<file path="src/rtl/intc_pkg.sv">
package intc_pkg;
  localparam int VEC_W   = 16;
  localparam int GE_BIT  = 7;
  localparam int MAX_SRC = 6;

  typedef struct packed {
    logic hi;
    logic lo;
  } lvl_t;

  function automatic logic [VEC_W-1:0] vec_of(logic [2:0] idx);
    return 16'h0003 + {10'd0, idx, 3'd0};
  endfunction
endpackage

</file>
<file path="src/rtl/intc_pend.sv">
module intc_pend #(
  parameter int NUM_SRC = 5,
  parameter logic [7:0] AUTO_CLR_MASK = 8'hEF
) (
  input  logic               clk_i,
  input  logic               rst_ni,
  input  logic [NUM_SRC-1:0] evt_i,
  input  logic [NUM_SRC-1:0] sw_clr_i,
  input  logic               take_i,
  input  logic [NUM_SRC-1:0] take_oh_i,
  output logic [NUM_SRC-1:0] pend_o
);
  localparam logic [NUM_SRC-1:0] AUTO = AUTO_CLR_MASK[NUM_SRC-1:0];

  logic [NUM_SRC-1:0] pend_q, clr;

  assign clr = sw_clr_i | ({NUM_SRC{take_i}} & take_oh_i & AUTO);

  // a fresh event wins over any clear in the same cycle
  always_ff @(posedge clk_i or negedge rst_ni) begin
    if (!rst_ni) pend_q <= '0;
    else         pend_q <= (pend_q & ~clr) | evt_i;
  end

  assign pend_o = pend_q;
endmodule

</file>
<file path="src/rtl/intc_pick.sv">
module intc_pick #(
  parameter int N  = 5,
  parameter int IW = 3
) (
  input  logic [N-1:0]  req_i,
  output logic          any_o,
  output logic [N-1:0]  oh_o,
  output logic [IW-1:0] idx_o
);
  // descending scan: the last hit, i.e. the lowest index, is kept
  always_comb begin
    any_o = 1'b0;
    oh_o  = '0;
    idx_o = '0;
    for (int i = N - 1; i >= 0; i--) begin
      if (req_i[i]) begin
        any_o    = 1'b1;
        oh_o     = '0;
        oh_o[i]  = 1'b1;
        idx_o    = IW'(i);
      end
    end
  end
endmodule

</file>
<file path="src/rtl/intc_arb.sv">
module intc_arb #(
  parameter int NUM_SRC = 5,
  parameter int IW      = 3
) (
  input  logic [NUM_SRC-1:0] cand_i,
  input  logic [NUM_SRC-1:0] pri_i,
  input  logic [1:0]         allow_i,
  output logic               req_o,
  output logic               gnt_hi_o,
  output logic [NUM_SRC-1:0] gnt_oh_o,
  output logic [IW-1:0]      gnt_idx_o
);
  logic [1:0]         any;
  logic [NUM_SRC-1:0] oh  [2];
  logic [IW-1:0]      idx [2];

  for (genvar l = 0; l < 2; l++) begin : g_lvl
    logic [NUM_SRC-1:0] lvl_req;
    assign lvl_req = cand_i & (l == 1 ? pri_i : ~pri_i) & {NUM_SRC{allow_i[l]}};
    intc_pick #(.N(NUM_SRC), .IW(IW)) u_pick (
      .req_i (lvl_req),
      .any_o (any[l]),
      .oh_o  (oh[l]),
      .idx_o (idx[l])
    );
  end

  assign req_o     = |any;
  assign gnt_hi_o  = any[1];
  assign gnt_oh_o  = any[1] ? oh[1]  : oh[0];
  assign gnt_idx_o = any[1] ? idx[1] : idx[0];
endmodule

</file>
<file path="src/rtl/intc_level.sv">
module intc_level
  import intc_pkg::*;
(
  input  logic clk_i,
  input  logic rst_ni,
  input  logic take_i,
  input  logic take_hi_i,
  input  logic reti_i,
  output lvl_t act_o
);
  lvl_t act_q, act_n;

  // pop first, then push: a pre-empting take in the same cycle survives
  always_comb begin
    act_n = act_q;
    if (reti_i) begin
      if (act_q.hi) act_n.hi = 1'b0;
      else          act_n.lo = 1'b0;
    end
    if (take_i) begin
      if (take_hi_i) act_n.hi = 1'b1;
      else           act_n.lo = 1'b1;
    end
  end

  always_ff @(posedge clk_i or negedge rst_ni) begin
    if (!rst_ni) act_q <= '0;
    else         act_q <= act_n;
  end

  assign act_o = act_q;
endmodule

</file>
<file path="src/rtl/intc_top.sv">
module intc_top
  import intc_pkg::*;
#(
  parameter int NUM_SRC = 5,
  parameter logic [7:0] AUTO_CLR_MASK = 8'hEF
) (
  input  logic               clk_i,
  input  logic               rst_ni,
  input  logic [NUM_SRC-1:0] evt_i,
  input  logic [NUM_SRC-1:0] sw_clr_i,
  input  logic               en_we_i,
  input  logic [7:0]         en_wdata_i,
  input  logic               pri_we_i,
  input  logic [7:0]         pri_wdata_i,
  input  logic               ack_i,
  input  logic               reti_i,
  output logic               irq_o,
  output logic [VEC_W-1:0]   vec_o,
  output logic [7:0]         en_o,
  output logic [7:0]         pri_o,
  output logic [NUM_SRC-1:0] pend_o,
  output logic [1:0]         act_o
);
  localparam int IW = (NUM_SRC > 1) ? $clog2(NUM_SRC) : 1;
  localparam logic [7:0] SRC_MASK = 8'((1 << NUM_SRC) - 1);
  localparam logic [7:0] EN_MASK  = SRC_MASK | (8'h1 << GE_BIT);

  logic [7:0]         en_q, pri_q;
  logic [NUM_SRC-1:0] pend, cand, gnt_oh;
  logic [IW-1:0]      gnt_idx;
  logic               req, gnt_hi, take;
  logic [1:0]         allow;
  lvl_t               act;

  always_ff @(posedge clk_i or negedge rst_ni) begin
    if (!rst_ni) begin
      en_q  <= '0;
      pri_q <= '0;
    end else begin
      if (en_we_i)  en_q  <= en_wdata_i & EN_MASK;
      if (pri_we_i) pri_q <= pri_wdata_i & SRC_MASK;
    end
  end

  assign cand     = pend & en_q[NUM_SRC-1:0] & {NUM_SRC{en_q[GE_BIT]}};
  assign allow[1] = !act.hi;
  assign allow[0] = !act.hi && !act.lo;
  assign take     = ack_i && req;

  intc_pend #(.NUM_SRC(NUM_SRC), .AUTO_CLR_MASK(AUTO_CLR_MASK)) u_pend (
    .clk_i     (clk_i),
    .rst_ni    (rst_ni),
    .evt_i     (evt_i),
    .sw_clr_i  (sw_clr_i),
    .take_i    (take),
    .take_oh_i (gnt_oh),
    .pend_o    (pend)
  );

  intc_arb #(.NUM_SRC(NUM_SRC), .IW(IW)) u_arb (
    .cand_i    (cand),
    .pri_i     (pri_q[NUM_SRC-1:0]),
    .allow_i   (allow),
    .req_o     (req),
    .gnt_hi_o  (gnt_hi),
    .gnt_oh_o  (gnt_oh),
    .gnt_idx_o (gnt_idx)
  );

  intc_level u_level (
    .clk_i     (clk_i),
    .rst_ni    (rst_ni),
    .take_i    (take),
    .take_hi_i (gnt_hi),
    .reti_i    (reti_i),
    .act_o     (act)
  );

  assign irq_o  = req;
  assign vec_o  = req ? vec_of(3'(gnt_idx)) : '0;
  assign en_o   = en_q;
  assign pri_o  = pri_q;
  assign pend_o = pend;
  assign act_o  = {act.hi, act.lo};
endmodule

</file>
<file path="config.mk">
export PLATFORM = sky130hd
export DESIGN_NAME = intc_top
export DESIGN_NICKNAME = d
export VERILOG_FILES = /design/src/rtl/intc_pkg.sv /design/src/rtl/intc_pend.sv /design/src/rtl/intc_pick.sv /design/src/rtl/intc_arb.sv /design/src/rtl/intc_level.sv /design/src/rtl/intc_top.sv
export SDC_FILE = /design/constraint.sdc
export NUM_CORES = 1
export LEC_CHECK = 0
export BUFFER_PORTS_ARGS = -buffer_cell sky130_fd_sc_hd__buf_4
export CORE_UTILIZATION = 44
export CTS_BUF_LIST = sky130_fd_sc_hd__clkbuf_16
export CTS_CLUSTER_DIAMETER = 200
export DETAILED_ROUTE_END_ITERATION = 6
export GPL_ROUTABILITY_DRIVEN = 0
export PLACE_DENSITY = 0.79
export SETUP_SLACK_MARGIN = 0.2
export SLEW_MARGIN = 20
export SYNTH_ARGS = -nofsm -noshare
export SYNTH_HDL_FRONTEND = slang
export SYNTH_HIERARCHICAL = 1
export SYNTH_SLANG_ARGS = --single-unit
export TNS_END_PERCENT = 1
</file>
<file path="constraint.sdc">
create_clock -name clk_i -period 3 [get_ports clk_i]
set_clock_uncertainty 0.05 [all_clocks]
set_input_delay 0.9 -clock clk_i [delete_from_list [all_inputs] [get_ports clk_i]]
set_output_delay 0.9 -clock clk_i [all_outputs]
set_load 0.02 [all_outputs]
</file>
Word-level counts from Yosys, hierarchy flattened
Index checks and enable logic that the tools add are counted.
{"block": "op_classes", "bitwise_logic": 12, "n_reduce_logical": 5, "mux": 36, "addsub": 1}
{"cell": "two-way mux 4 bit", "count": 9}
{"cell": "AND 5 bit", "count": 7}
{"cell": "two-way mux 3 bit", "count": 11}
{"cell": "two-way mux 16 bit", "count": 1}
{"cell": "two-way mux 1 bit", "count": 13}
{"cell": "NOT 5 bit", "count": 2}
{"cell": "adder 2 x 6 -> 7 bit (first input constant)", "count": 1}
{"cell": "OR 5 x 4 -> 5 bit", "count": 1}
{"cell": "OR 5 bit", "count": 1}
{"cell": "AND 4 bit", "count": 1}
{"cell": "two-way mux 2 bit", "count": 2}
{"cell": "logical AND 1 bit", "count": 2}
{"cell": "logical NOT 1 bit", "count": 2}
{"cell": "OR reduction 2 bit", "count": 1}
{"block": "totals", "ff_bits": 18, "in_bits": 32}

Logic depth before layout (Yosys ltp)
{"block": "logic_depth", "ltp_word": 16, "ltp_mapped": 9, "ltp_nobuf": 8}

Hierarchy
The synthesis kept the hierarchy.
{"module": "intc_top", "area_per_inst_um2": 635.6, "n_inst": 1, "cells_each": 53}
{"module": "intc_arb", "area_per_inst_um2": 212.7, "n_inst": 1, "cells_each": 20}
{"module": "intc_pend", "area_per_inst_um2": 201.4, "n_inst": 1, "cells_each": 19}
{"module": "intc_pick", "area_per_inst_um2": 83.8, "n_inst": 2, "cells_each": 13}
{"module": "intc_level", "area_per_inst_um2": 81.3, "n_inst": 1, "cells_each": 8}

Worst setup path before layout
OpenSTA, ideal clock, no wires.
{"block": "synth_path", "path_type": "register to output", "startpoint": "register u_pend.pend_q[0], in the netlist u_pend/pend_o[0]", "endpoint": "output port vec_o[3]", "arrival_time_ns": 2.061, "path_slack_ns": -0.011, "path_stages_with_launch": 8, "cell_sequence": "dfrtp_1 > and3_1 > and3_1 > nor4_2 > nand2b_1 > buf_6 > or2_1 > and2_1"}
{"item": "start, declared", "line": "intc_pend.sv:15", "rtl": "logic [NUM_SRC-1:0] pend_q, clr;"}
{"item": "start signal, assigned", "line": "intc_pend.sv:22", "rtl": "else pend_q <= (pend_q & ~clr) | evt_i;"}
{"item": "AND 5 bit (2 in a row)", "line": "intc_top.sv:45", "rtl": "assign cand = pend & en_q[NUM_SRC-1:0] & {NUM_SRC{en_q[GE_BIT]}};"}
{"item": "named net cand[0]", "line": "intc_top.sv:29", "rtl": "logic [NUM_SRC-1:0] pend, cand, gnt_oh;"}
{"item": "AND 5 bit (2 in a row)", "line": "intc_arb.sv:19", "rtl": "assign lvl_req = cand_i & (l == 1 ? pri_i : ~pri_i) & {NUM_SRC{allow_i[l]}};"}
{"item": "named net u_arb.g_lvl[1].lvl_req[0]", "line": "intc_arb.sv:18", "rtl": "logic [NUM_SRC-1:0] lvl_req;"}
{"item": "two-way mux 1 bit", "line": "intc_pick.sv:16", "rtl": "if (req_i[i]) begin"}
{"item": "named net gnt_hi", "line": "intc_top.sv:31", "rtl": "logic req, gnt_hi, take;"}
{"item": "OR reduction 2 bit", "line": "intc_arb.sv:28", "rtl": "assign req_o = |any;"}
{"item": "named net irq_o", "line": "intc_top.sv:17", "rtl": "output logic irq_o,"}
{"item": "two-way mux 16 bit", "line": "intc_top.sv:80", "rtl": "assign vec_o = req ? vec_of(3'(gnt_idx)) : '0;"}
{"item": "end, declared", "line": "intc_top.sv:18", "rtl": "output logic [VEC_W-1:0] vec_o,"}
The timed path passes the listed nets, and every way through them passes these cells.

Worst setup path after layout
{"block": "layout_path", "startpoint": "register en_q[7], in the netlist en_o[7]", "endpoint": "output port vec_o[3]"}
{"item": "start, declared", "line": "intc_top.sv:28", "rtl": "logic [7:0] en_q, pri_q;"}
{"item": "start signal, assigned", "line": "intc_top.sv:40", "rtl": "if (en_we_i) en_q <= en_wdata_i & EN_MASK;"}
{"item": "AND 5 bit", "line": "intc_top.sv:45"}
{"item": "named net cand[1]", "line": "intc_top.sv:29"}
{"item": "AND 5 bit (2 in a row)", "line": "intc_arb.sv:19"}
{"item": "named net u_arb.g_lvl[1].lvl_req[1]", "line": "intc_arb.sv:18"}
{"item": "two-way mux 1 bit (2 in a row)", "line": "intc_pick.sv:16"}
{"item": "named net gnt_hi", "line": "intc_top.sv:31"}
{"item": "two-way mux 3 bit", "line": "intc_arb.sv:31", "rtl": "assign gnt_idx_o = any[1] ? idx[1] : idx[0];"}
{"item": "named net gnt_idx[0]", "line": "intc_top.sv:30", "rtl": "logic [IW-1:0] gnt_idx;"}
{"item": "adder 2 x 6 -> 7 bit", "line": "intc_pkg.sv:12", "rtl": "return 16'h0003 + {10'd0, idx, 3'd0};"}
{"item": "two-way mux 16 bit", "line": "intc_top.sv:80"}
The timed path passes the listed nets, and every way through them passes these cells.

==> flow_summary.yaml <==
logic_synthesis:
  yosys_warnings: 6
  syn_inst: 123
  syn_avg_cell_area_sq_um: 10.3
  netlist_area_sq_um: 1270
layout:
  fin_cells: 212
  drive_gt1_share_pct: 55.8
  fillCellCount: 205
  fin_nets: 214
  num_antenna_cells: 0
  area_growth_pct: 42.9
status:
  status: "complete, but fails checks"
  violations: "setup timing"
worst_setup_path:
  crit_type: "reg2out"
  start_kind: "flip-flop"
  required_ns: 2.05
  critPathMaxFanout: 6
  cp.arrival_ns: 2.07
  endpoint_kind: "primary output"
place:
  place_ws_ns: 0.107
  dp_cells: 198
  dp_hpwl_um: 2040
  portBuffers: 50
clock_network:
  cts_buffers: 3
  clock_sinks: 18
  tritoncts: "yes"
  cts.path.max_buffers: 2
  clk_pin_slew_ns: 0.05
  cts-root-buf: "clkbuf_16"
  clk_latency_ns: 0.25
  htreeDepth: 1
routing:
  viasPerCell: 4.89
  drc: 0
  routed_wl_um: 2720
  drt_iter0_drc: 27
  vias: 1037
  ant_nets: 0
  wl_per_cell_um: 12.8
  drtPass1Iterations: 4
sta:
  fin_ws_ns: -0.0170
  setup_viol: 3
  hold_ws_ns: 0.452
  finalHoldViolCount: 0
  fmax_ghz: 0.331
  rsz0062_at_grt: "true"
  min_period_ns: 3.02
  finalMaxSlewViolations: 0
  finalCritPeriodShare_pct: 101
floorplan:
  ioPinCount: 72
  dieArea_sq_um: 3100
  core_area_sq_um: 2730
  die_h_um: 55.7
  die_w_um: 55.7
  rows: 19
  start_util_pct: 46.4
global_route:
  antenna_found_initial: 0
  grt_max_degree: 19
  grt_first_pass_wirelength_um: 4600
  track_usage_pct: 18.7
  gr-total-overflow: 0
  grt_pass1_vias: 1004
hold_path:
  worstHoldPathType: "reg2reg"
pwr:
  power_leakage_nw: 0.941
  vdd_ir_drop_max_mv: 0.452
  p_per_area_nw_per_um2: 546
flow_run:
  drv_cap: 0
==> worst max-delay path: stages (launching register included) <==
cell and delay [ns]:
dfrtp_2 0.43, and3_4 0.16, and3_4 0.20, nor4_4 0.35, nand2b_4 0.12, mux2_4 0.30, and2_4 0.13, buf_6 0.12
==> flip-flops by register name, indices dropped and copies added (netlist names) <==
signal	cells
u_level/act_o	2
pri_o	5
u_pend/pend_o	5
en_o	6
==> placed cells by master, fill, tap and decap left out, drive strengths merged, types with 6 or more instances in the layout <==
master and n:
mux2 18, dfrtp 18, and3 10, and2 6
buf 61, inv 10, conb 16
==> power breakdown <==
group	total (mW)	leakage (nW)	switching [mW]	internal, mW
Combinational	0.424	0.697	0.210	0.213
Sequential	0.301	0.206	0.0287	0.273
Clock	0.265	0.0385	0.0881	0.177
Total	0.990	0.941	0.327	0.663
==> final cells by class <==
cell class	count	area, sq um	area share (%)
timing repair buffer	61	469	25.9
sequential	18	454	25.1
inverter	10	37.5	2.07
clock inverter	1	3.75	0.207
clock buffer	3	75.1	4.14
multi-input combinational	88	734	40.5
tap	31	38.8	2.14
==> metal layers <==
layer,track usage (%),vias to the layer above,routed length [um]
li1,-,499,-
met1,24.1,470,1120
met3,2.09,5,162
met2,32.5,63,1400
met4,6.43,0,40
met5,0,-,0
==> metrics by stage <==
stage | setup TNS [ns] | total power, mW | utilization (%) | area (sq um)
after floorplan | 0 | 0.578 | - | 1350
after global placement | 0 | 0.669 | 58.5 | 1600
after detailed placement | 0 | 0.680 | 58.5 | 1600
after CTS | -0.157 | 0.971 | 64.4 | 1760
after global routing | -0.247 | 1.04 | 66.3 | 1810
final | -0.0501 | 0.990 | 66.3 | 1810
==> worst paths after layout <==
path                                        from                to  slack [ns]  depth (start not counted)
min in group asynchronous                 rst_ni          pri_o[3]        0.46                          1
worst max register to register           en_o[7]  u_pend/pend_o[3]        0.67                         10
worst min register to register  u_pend/pend_o[4]  u_pend/pend_o[4]        0.45                          1
max in group asynchronous                 rst_ni  u_pend/pend_o[0]        2.23                          1
worst max-delay path                     en_o[7]          vec_o[3]       -0.02                          7
worst min-delay path            u_pend/pend_o[4]  u_pend/pend_o[4]        0.45                          1
==> what timing repair did <==
action                                  CTS  global route
setup buffers                             6             4
pin swaps                                 5             3
hold buffers                              0             0
endpoints found under the setup margin    6             6
gates resized for setup                  10             5
Power figures use the tool's default switching activity.
